--- config.mk ---
export PLATFORM = sky130hd
export DESIGN_NAME = pio_bank
export DESIGN_NICKNAME = d
export VERILOG_FILES = /design/src/rtl/pio_pkg.sv /design/src/rtl/pio_setclr_reg.sv /design/src/rtl/pio_in_stage.sv /design/src/rtl/pio_chg_status.sv /design/src/rtl/pio_bank.sv
export SDC_FILE = /design/constraint.sdc
export NUM_CORES = 1
export LEC_CHECK = 0
export BUFFER_PORTS_ARGS = -buffer_cell sky130_fd_sc_hd__buf_2
export CORE_AREA = 2 2 161 163
export CTS_BUF_LIST = sky130_fd_sc_hd__clkbuf_4 sky130_fd_sc_hd__clkbuf_8
export DETAILED_ROUTE_END_ITERATION = 7
export DIE_AREA = 0 0 163 165
export PLACE_DENSITY = 0.62
export SKIP_CTS_REPAIR_TIMING = 1
export SLEW_MARGIN = 20
export SYNTH_ARGS = -nofsm -noshare
export SYNTH_HDL_FRONTEND = slang
export SYNTH_SLANG_ARGS = --single-unit
--- constraint.sdc ---
create_clock -name clk -period 1.7 [get_ports clk]
set_clock_uncertainty 0.2 [all_clocks]
set_input_delay 0.085 -clock clk [delete_from_list [all_inputs] [get_ports clk]]
set_output_delay 0.085 -clock clk [all_outputs]
set_load 0.03 [all_outputs]
--- src/rtl/pio_pkg.sv ---
package pio_pkg;
  // register block indices (byte address = 16 * index)
  localparam int REG_OWN  = 0;
  localparam int REG_OE   = 1;
  localparam int REG_OUT  = 2;
  localparam int REG_FILT = 3;
  localparam int REG_IEN  = 4;
  localparam int NREG     = 5;
  localparam logic [2:0] BLK_LEVEL  = 3'd5;
  localparam logic [2:0] BLK_STATUS = 3'd6;
  // word offsets inside a block
  localparam logic [1:0] OP_SET  = 2'd0;
  localparam logic [1:0] OP_CLR  = 2'd1;
  localparam logic [1:0] OP_READ = 2'd2;

  // next register value after an optional set and/or clear write
  function automatic logic [31:0] setclr_next(input logic [31:0] q, input logic set_we,
                                              input logic clr_we, input logic [31:0] wd);
    logic [31:0] s, c;
    s = set_we ? wd : 32'd0;
    c = clr_we ? wd : 32'd0;
    return (q | s) & ~c;
  endfunction

  // two-sample glitch filter: accept only when both samples agree
  function automatic logic filt_next(input logic s0, input logic s1, input logic q);
    return (s0 == s1) ? s0 : q;
  endfunction
endpackage

--- src/rtl/pio_setclr_reg.sv ---
module pio_setclr_reg import pio_pkg::*; #(
  parameter int W = 24,
  parameter logic [W-1:0] RSTV = '0
) (
  input  logic         clk,
  input  logic         rst_n,
  input  logic         set_we,
  input  logic         clr_we,
  input  logic [W-1:0] wdata,
  output logic [W-1:0] q
);
  logic [31:0] nxt;
  assign nxt = setclr_next(32'(q), set_we, clr_we, 32'(wdata));

  always_ff @(posedge clk or negedge rst_n) begin
    if (!rst_n) q <= RSTV;
    else        q <= nxt[W-1:0];
  end

  p_set_bits_r2: assert property (@(posedge clk) disable iff (!rst_n)
    set_we |=> ((q & $past(wdata)) == $past(wdata)));
  p_zero_keeps_r3: assert property (@(posedge clk) disable iff (!rst_n)
    (set_we || clr_we) |=> (((q ^ $past(q)) & ~$past(wdata)) == '0));
  p_clr_bits_r4: assert property (@(posedge clk) disable iff (!rst_n)
    clr_we |=> ((q & $past(wdata)) == '0));
endmodule

--- src/rtl/pio_in_stage.sv ---
module pio_in_stage import pio_pkg::*; #(
  parameter int W = 24
) (
  input  logic         clk,
  input  logic         rst_n,
  input  logic [W-1:0] pin_in,
  input  logic [W-1:0] flt_en,
  output logic [W-1:0] level,
  output logic [W-1:0] change
);
  logic [W-1:0] samp0, samp1, flt_q, prev_q;

  always_ff @(posedge clk or negedge rst_n) begin
    if (!rst_n) begin
      samp0  <= '0;
      samp1  <= '0;
      prev_q <= '0;
    end else begin
      samp0  <= pin_in;
      samp1  <= samp0;
      prev_q <= level;
    end
  end

  generate
    for (genvar b = 0; b < W; b++) begin : g_bit
      always_ff @(posedge clk or negedge rst_n) begin
        if (!rst_n) flt_q[b] <= 1'b0;
        else        flt_q[b] <= filt_next(samp0[b], samp1[b], flt_q[b]);
      end

      p_filter_stable_r6: assert property (@(posedge clk) disable iff (!rst_n)
        (flt_q[b] != $past(flt_q[b])) |-> (($past(samp0[b]) == $past(samp1[b])) && (flt_q[b] == $past(samp0[b]))));
    end
  endgenerate

  assign level  = (flt_en & flt_q) | (~flt_en & samp0);
  assign change = level ^ prev_q;
endmodule

--- src/rtl/pio_chg_status.sv ---
module pio_chg_status #(
  parameter int W = 24
) (
  input  logic         clk,
  input  logic         rst_n,
  input  logic [W-1:0] change,
  input  logic         rd_clr,
  input  logic [W-1:0] ien,
  output logic [W-1:0] status,
  output logic         irq
);
  always_ff @(posedge clk or negedge rst_n) begin
    if (!rst_n) status <= '0;
    else        status <= (rd_clr ? '0 : status) | change;
  end

  assign irq = |(status & ien);

  p_change_latched_r7: assert property (@(posedge clk) disable iff (!rst_n)
    (change != '0) |=> ((status & $past(change)) == $past(change)));
  p_read_clears_r8: assert property (@(posedge clk) disable iff (!rst_n)
    (rd_clr && change == '0) |=> (status == '0));
  p_irq_needs_status_r9: assert property (@(posedge clk) disable iff (!rst_n)
    irq |-> ((status & ien) != '0));
endmodule

--- src/rtl/pio_bank.sv ---
module pio_bank import pio_pkg::*; #(
  parameter int NPINS = 24
) (
  input  logic             clk,
  input  logic             rst_n,
  input  logic             psel,
  input  logic             penable,
  input  logic             pwrite,
  input  logic [7:0]       paddr,
  input  logic [NPINS-1:0] pwdata,
  output logic [NPINS-1:0] prdata,
  input  logic [NPINS-1:0] pin_in,
  input  logic [NPINS-1:0] periph_out,
  input  logic [NPINS-1:0] periph_oe,
  output logic [NPINS-1:0] pad_out,
  output logic [NPINS-1:0] pad_oe,
  output logic             irq
);
  logic             access, addr_ok, rd_clr;
  logic [2:0]       blk;
  logic [1:0]       op;
  logic [NPINS-1:0] regq [NREG];
  logic [NPINS-1:0] level, change, status;

  assign access  = psel & penable;
  assign addr_ok = (paddr[1:0] == 2'b00) && !paddr[7];
  assign blk     = paddr[6:4];
  assign op      = paddr[3:2];

  generate
    for (genvar g = 0; g < NREG; g++) begin : g_reg
      logic set_we, clr_we;
      assign set_we = access & pwrite & addr_ok & (blk == 3'(g)) & (op == OP_SET);
      assign clr_we = access & pwrite & addr_ok & (blk == 3'(g)) & (op == OP_CLR);
      pio_setclr_reg #(
        .W(NPINS),
        .RSTV((g == REG_OWN) ? {NPINS{1'b1}} : {NPINS{1'b0}})
      ) u_reg (
        .clk(clk), .rst_n(rst_n), .set_we(set_we), .clr_we(clr_we),
        .wdata(pwdata), .q(regq[g])
      );
    end
  endgenerate

  pio_in_stage #(.W(NPINS)) u_in (
    .clk(clk), .rst_n(rst_n), .pin_in(pin_in), .flt_en(regq[REG_FILT]),
    .level(level), .change(change)
  );

  assign rd_clr = access & !pwrite & addr_ok & (blk == BLK_STATUS) & (op == OP_READ - 2'd2);

  pio_chg_status #(.W(NPINS)) u_chg (
    .clk(clk), .rst_n(rst_n), .change(change), .rd_clr(rd_clr),
    .ien(regq[REG_IEN]), .status(status), .irq(irq)
  );

  // pad multiplexer: controller-owned pins use own registers
  assign pad_out = (regq[REG_OWN] & regq[REG_OUT]) | (~regq[REG_OWN] & periph_out);
  assign pad_oe  = (regq[REG_OWN] & regq[REG_OE])  | (~regq[REG_OWN] & periph_oe);

  always_comb begin
    prdata = '0;
    if (addr_ok) begin
      unique case (blk)
        3'd0: if (op == OP_READ) prdata = regq[REG_OWN];
        3'd1: if (op == OP_READ) prdata = regq[REG_OE];
        3'd2: if (op == OP_READ) prdata = regq[REG_OUT];
        3'd3: if (op == OP_READ) prdata = regq[REG_FILT];
        3'd4: if (op == OP_READ) prdata = regq[REG_IEN];
        BLK_LEVEL:  if (op == 2'd0) prdata = level;
        BLK_STATUS: if (op == 2'd0) prdata = status;
        default: prdata = '0;
      endcase
    end
  end

  p_owned_pad_r5: assert property (@(posedge clk) disable iff (!rst_n)
    (regq[REG_OWN] == '0) |-> (pad_oe == periph_oe));
endmodule

==> summary.md <==
| Metric | Value |
|---|---|
| Status | complete, but fails checks |
| Failing checks | negative hold slack, negative setup slack |
| Clock buffer depth | 3 |
| Placed Area | between 10000 and 15000 sq um |
| Vias in the first global route | roughly 8.6k |
| Worst setup margin | -0.531 ns |
| GRT overflow | 0 |
| Hold crit path type | input pin to register |
| Tcrit/Tclk final | 131% |
| Critical path peak fanout | 3 |
| Seq pwr share | 45.7% |
| Port bufs | approximately 180 |
| VDD IR max | 0.752 mV |
| CP endpoint | prdata[23] |
| Crit path max-delay family | multiplexers |
| Min Clock Period, post-route | roughly 2.2 ns |
| Wire per inst | 19.9 um |
| Seq/Total Area, Yosys | a little over half |
| Clock slew at reported path FFs | ~0.060 ns |
| CP max-delay cell | mux4_2 |
| Critical Path Start | g_reg[3].u_reg.q[23] |
| Switch Pwr | 3270 uW |
| GRT met3 Usage | 4.32% |
| Synthesis Warnings | 0 |
| Routed Antenna Nets | 0 |
| Gr busiest metal | met2 |
| Grt met1 use | about a third |
| Final Wtd Congestion | ~0.83 |
| Worst Reg-to-Reg Cells | 4 |
| Power share of the combinational group | between 10% and 20% |
| Worst setup SP type | register |
| Die area | between 20000 and 30000 sq um |
| WP buf/inv | 1 |
| Setup TNS | -18.84 ns |
| Critical Path AT | 1.95 ns |
| H-tree depth | 2 |
| Num rows | 58 |
| Routed vias | approximately 9.4k |
| Worst path max stage delay | roughly 0.52 ns |
| Ys async rst share | 100% |
| Synth Flop Type | dfrtp_1 |
| Avg Inst Size Synth | 11.2 sq um |
| Die W | 163 um |
| Pint | about 9900 uW |
| # DRC | 0 |
| Post-synth EDFFs | 0 |
| Vias/cell | around 5.6 |
| Ports | roughly 180 |
| Synth Register Bits | between 200 and 250 |
| F_max | approximately 0.45 GHz |
| Root buffer cell | clkbuf_8 |
| CTS tree | done |
| Final Hold Fails | 2 |
| Unrepaired setup endpoints after global routing | true |
| Synth Instances | a little under 1k |
| Initial antenna violation count | 0 |
| Hpwl dp | 22400 um |
| DR iter-0 viols | just over 700 |
| Multi-input gate area | roughly 5200 sq um |
| R2r startpoint | g_reg[3].u_reg.q[21] |
| Share of cells above drive strength 1 | 38.5% |
| Final instance area | approximately 16000 sq um |
| Setup-failing EPs final | between 70 and 80 |
| RR Endpoint | u_chg.status[21] |
| Worst-path cell chain | mux4_2 -> a32oi_2 -> a21oi_2 -> buf_6 |
| TritonCTS Buffers | 41 |
| Fin Hold WS | -0.00702 ns |
| FF/Latch Area | a little over 6000 sq um |
| # diodes | 0 |
| Largest net degree at the start of global routing | 68 |
| Synthesized cell area | between 10000 and 15000 sq um |
| Critical path depth | 4 |
| GR Layer Usage met2 | approximately 36% |
| Nets | 1421 |
| R2r setup slk | 0.26 ns |
| Critical Path RT | 1.41 ns |
| CTS sink cnt | 240 |
| 1st-pass router iterations | 5 |
| Leakage | approximately 0.0066 uW |
| Area Growth Syn to Fin | 41.9% |
| Pins Over Slew Limit | 0 |
| Chip height | 165 um |
| Initial Utilization | roughly 44% |
| Core Region | around 25000 sq um |
| Worst slew margin | a little under half |
| Post-Route WL | ~33000 um |
| Crit end category | primary output |
| All-Layer GR Usage | 23.8% |
| Net Count, Synth | ~1.1k |
| Fillcell total | about 2k |
| Clock power frac | 42.2% |
| Switch share | 24.8% |
| Worst Tran Pin Value | between 0.7 and 0.8 ns |
| Yosys cell types | 40 |
| Clk_lat worst skew | 0.54 ns |
| First-pass GRT wire length | just under 50000 um |
| Power Density | roughly 840 nW/um^2 |
| Max-Cap Viols | 0 |
| Critical setup path kind | register to primary output |
## final cells by class
class | instances | share of cell area, %
Sequential cell | 240 | 38.2
Multi-Input combinational cell | 633 | 32.8
Timing Repair Buffer | 372 | 20.1
Clock buffer | 73 | 5.64
Tap cell | 330 | 2.61
Inverter | 24 | 0.570
Clock inverter | 1 | 0.0475
## power groups by stage
stage          clock [uW]  sequential [uW]  combinational (uW)
4_1_cts              5700             6040                1320
5_1_grt              5990             6060                1720
2_1_floorplan           0             6100                 723
6_report             5570             6040                1600
3_5_place_dp            0             6130                1310
3_3_place_gp            0             6130                1290
## worst register-to-register path, cell delays in order, from the launching register on
cell and delay (ns):
dfrtp_1 0.38, mux2i_1 0.36, buf_4 0.19, xnor2_1 0.06
a21o_1 0.15
## cells in the mapped netlist (2+ instances only)
library cell / number / area (sq um)
nand4b_1: 4 / 35.0
clkbuf_1: 51 / 191
buf_4: 7 / 52.6
xnor2_1: 24 / 210
mux2i_1: 46 / 460
nand3b_1: 23 / 173
buf_6: 2 / 22.5
buf_1: 27 / 101
a2bb2oi_1: 2 / 17.5
a22oi_1: 32 / 240
nor2_1: 2 / 7.51
and2_1: 2 / 12.5
nand2b_1: 25 / 156
o31ai_1: 120 / 901
dfrtp_1: 216 / 5410
a21oi_1: 2 / 10.0
maj3_1: 24 / 240
nand4_1: 5 / 31.3
nand2_1: 49 / 184
mux2_2: 48 / 541
dfstp_2: 24 / 631
inv_1: 24 / 90.1
buf_2: 8 / 40.0
a21o_1: 24 / 180
o21ai_0: 142 / 711
mux4_2: 2 / 45.0
o2bb2ai_1: 23 / 201
a31oi_1: 22 / 138
## logic make-up after synthesis
kind of cell / synth area share, %
AO/OA/AOI/OAI: 21.8
adder cells (fa/ha/maj): 2.16
buffers and inverters: 4.47
flip-flops: 54.2
multiplexers: 9.39
XOR/XNOR: 1.89
AND/OR/NAND/NOR: 6.15
## metrics by stage
step | power, uW | hold slack, ns | utilization [%] | setup WS, ns | std cells
6_report | 13200 | -0.00702 | 63.1 | -0.531 | 1673
5_1_grt | 13800 | -0.0144 | 63.1 | -0.605 | 1673
4_1_cts | 13100 | -0.704 | 56.8 | -0.596 | 1588
3_5_place_dp | 7440 | -0.122 | 53.2 | -0.147 | 1514
3_3_place_gp | 7420 | -0.122 | 53.2 | -0.137 | 1514
2_1_floorplan | 6820 | -0.411 | - | -0.112 | 992
## routing by layer
layer | up-vias | wire length (um)
met4 | 0 | 930
li1 | 4321 | -
met5 | - | 0
met3 | 75 | 2160
met2 | 366 | 15100
met1 | 4592 | 15200
## how the worst min path moves through the flow
stage                          start             endpoint  slack, ns  cells after the start
final                     pin_in[23]       u_in.samp0[23]     -0.007                      2
after global routing      pin_in[23]       u_in.samp0[23]      -0.01                      2
after CTS                      rst_n        u_in.samp0[7]      -0.70                      1
after detailed placement       rst_n        u_in.samp0[7]      -0.12                      1
after global placement         rst_n        u_in.samp0[7]      -0.12                      1
after floorplan                rst_n  g_reg[1].u_reg.q[0]      -0.41                      0
## flip-flops by register name, indices dropped and copies added (netlist names)
signal / count
u_chg.status: 24
u_in.samp0: 24
u_in.prev_q: 24
g.u_reg.q: 120
u_in.flt_q: 24
u_in.samp1: 24
## placed cells by master, fill, tap and decap left out, types with 2 or more instances in the layout
cell,instances
clkbuf_4,19
o21ai_2,3
o21ai_0,120
buf_6,78
buf_2,117
dlygate4sd3_1,71
o2bb2ai_2,2
nand4b_1,4
mux2i_2,7
a22oi_1,26
o31ai_1,120
nor2_2,2
inv_1,24
and2_1,2
dfrtp_1,213
clkbuf_8,55
buf_12,16
o2bb2ai_1,21
mux2i_1,39
a21oi_2,2
mux4_2,2
maj3_1,24
xnor2_1,24
a22oi_2,6
o21ai_1,19
a31oi_2,5
mux2_4,37
nand3b_1,23
mux2_2,11
a21o_1,24
dfrtp_2,3
nand2b_1,25
buf_4,88
nand2_2,14
a31oi_4,17
nand4_1,5
nand2_1,35
dfstp_2,24
a2bb2oi_2,2
Power figures use the tool's default switching activity.
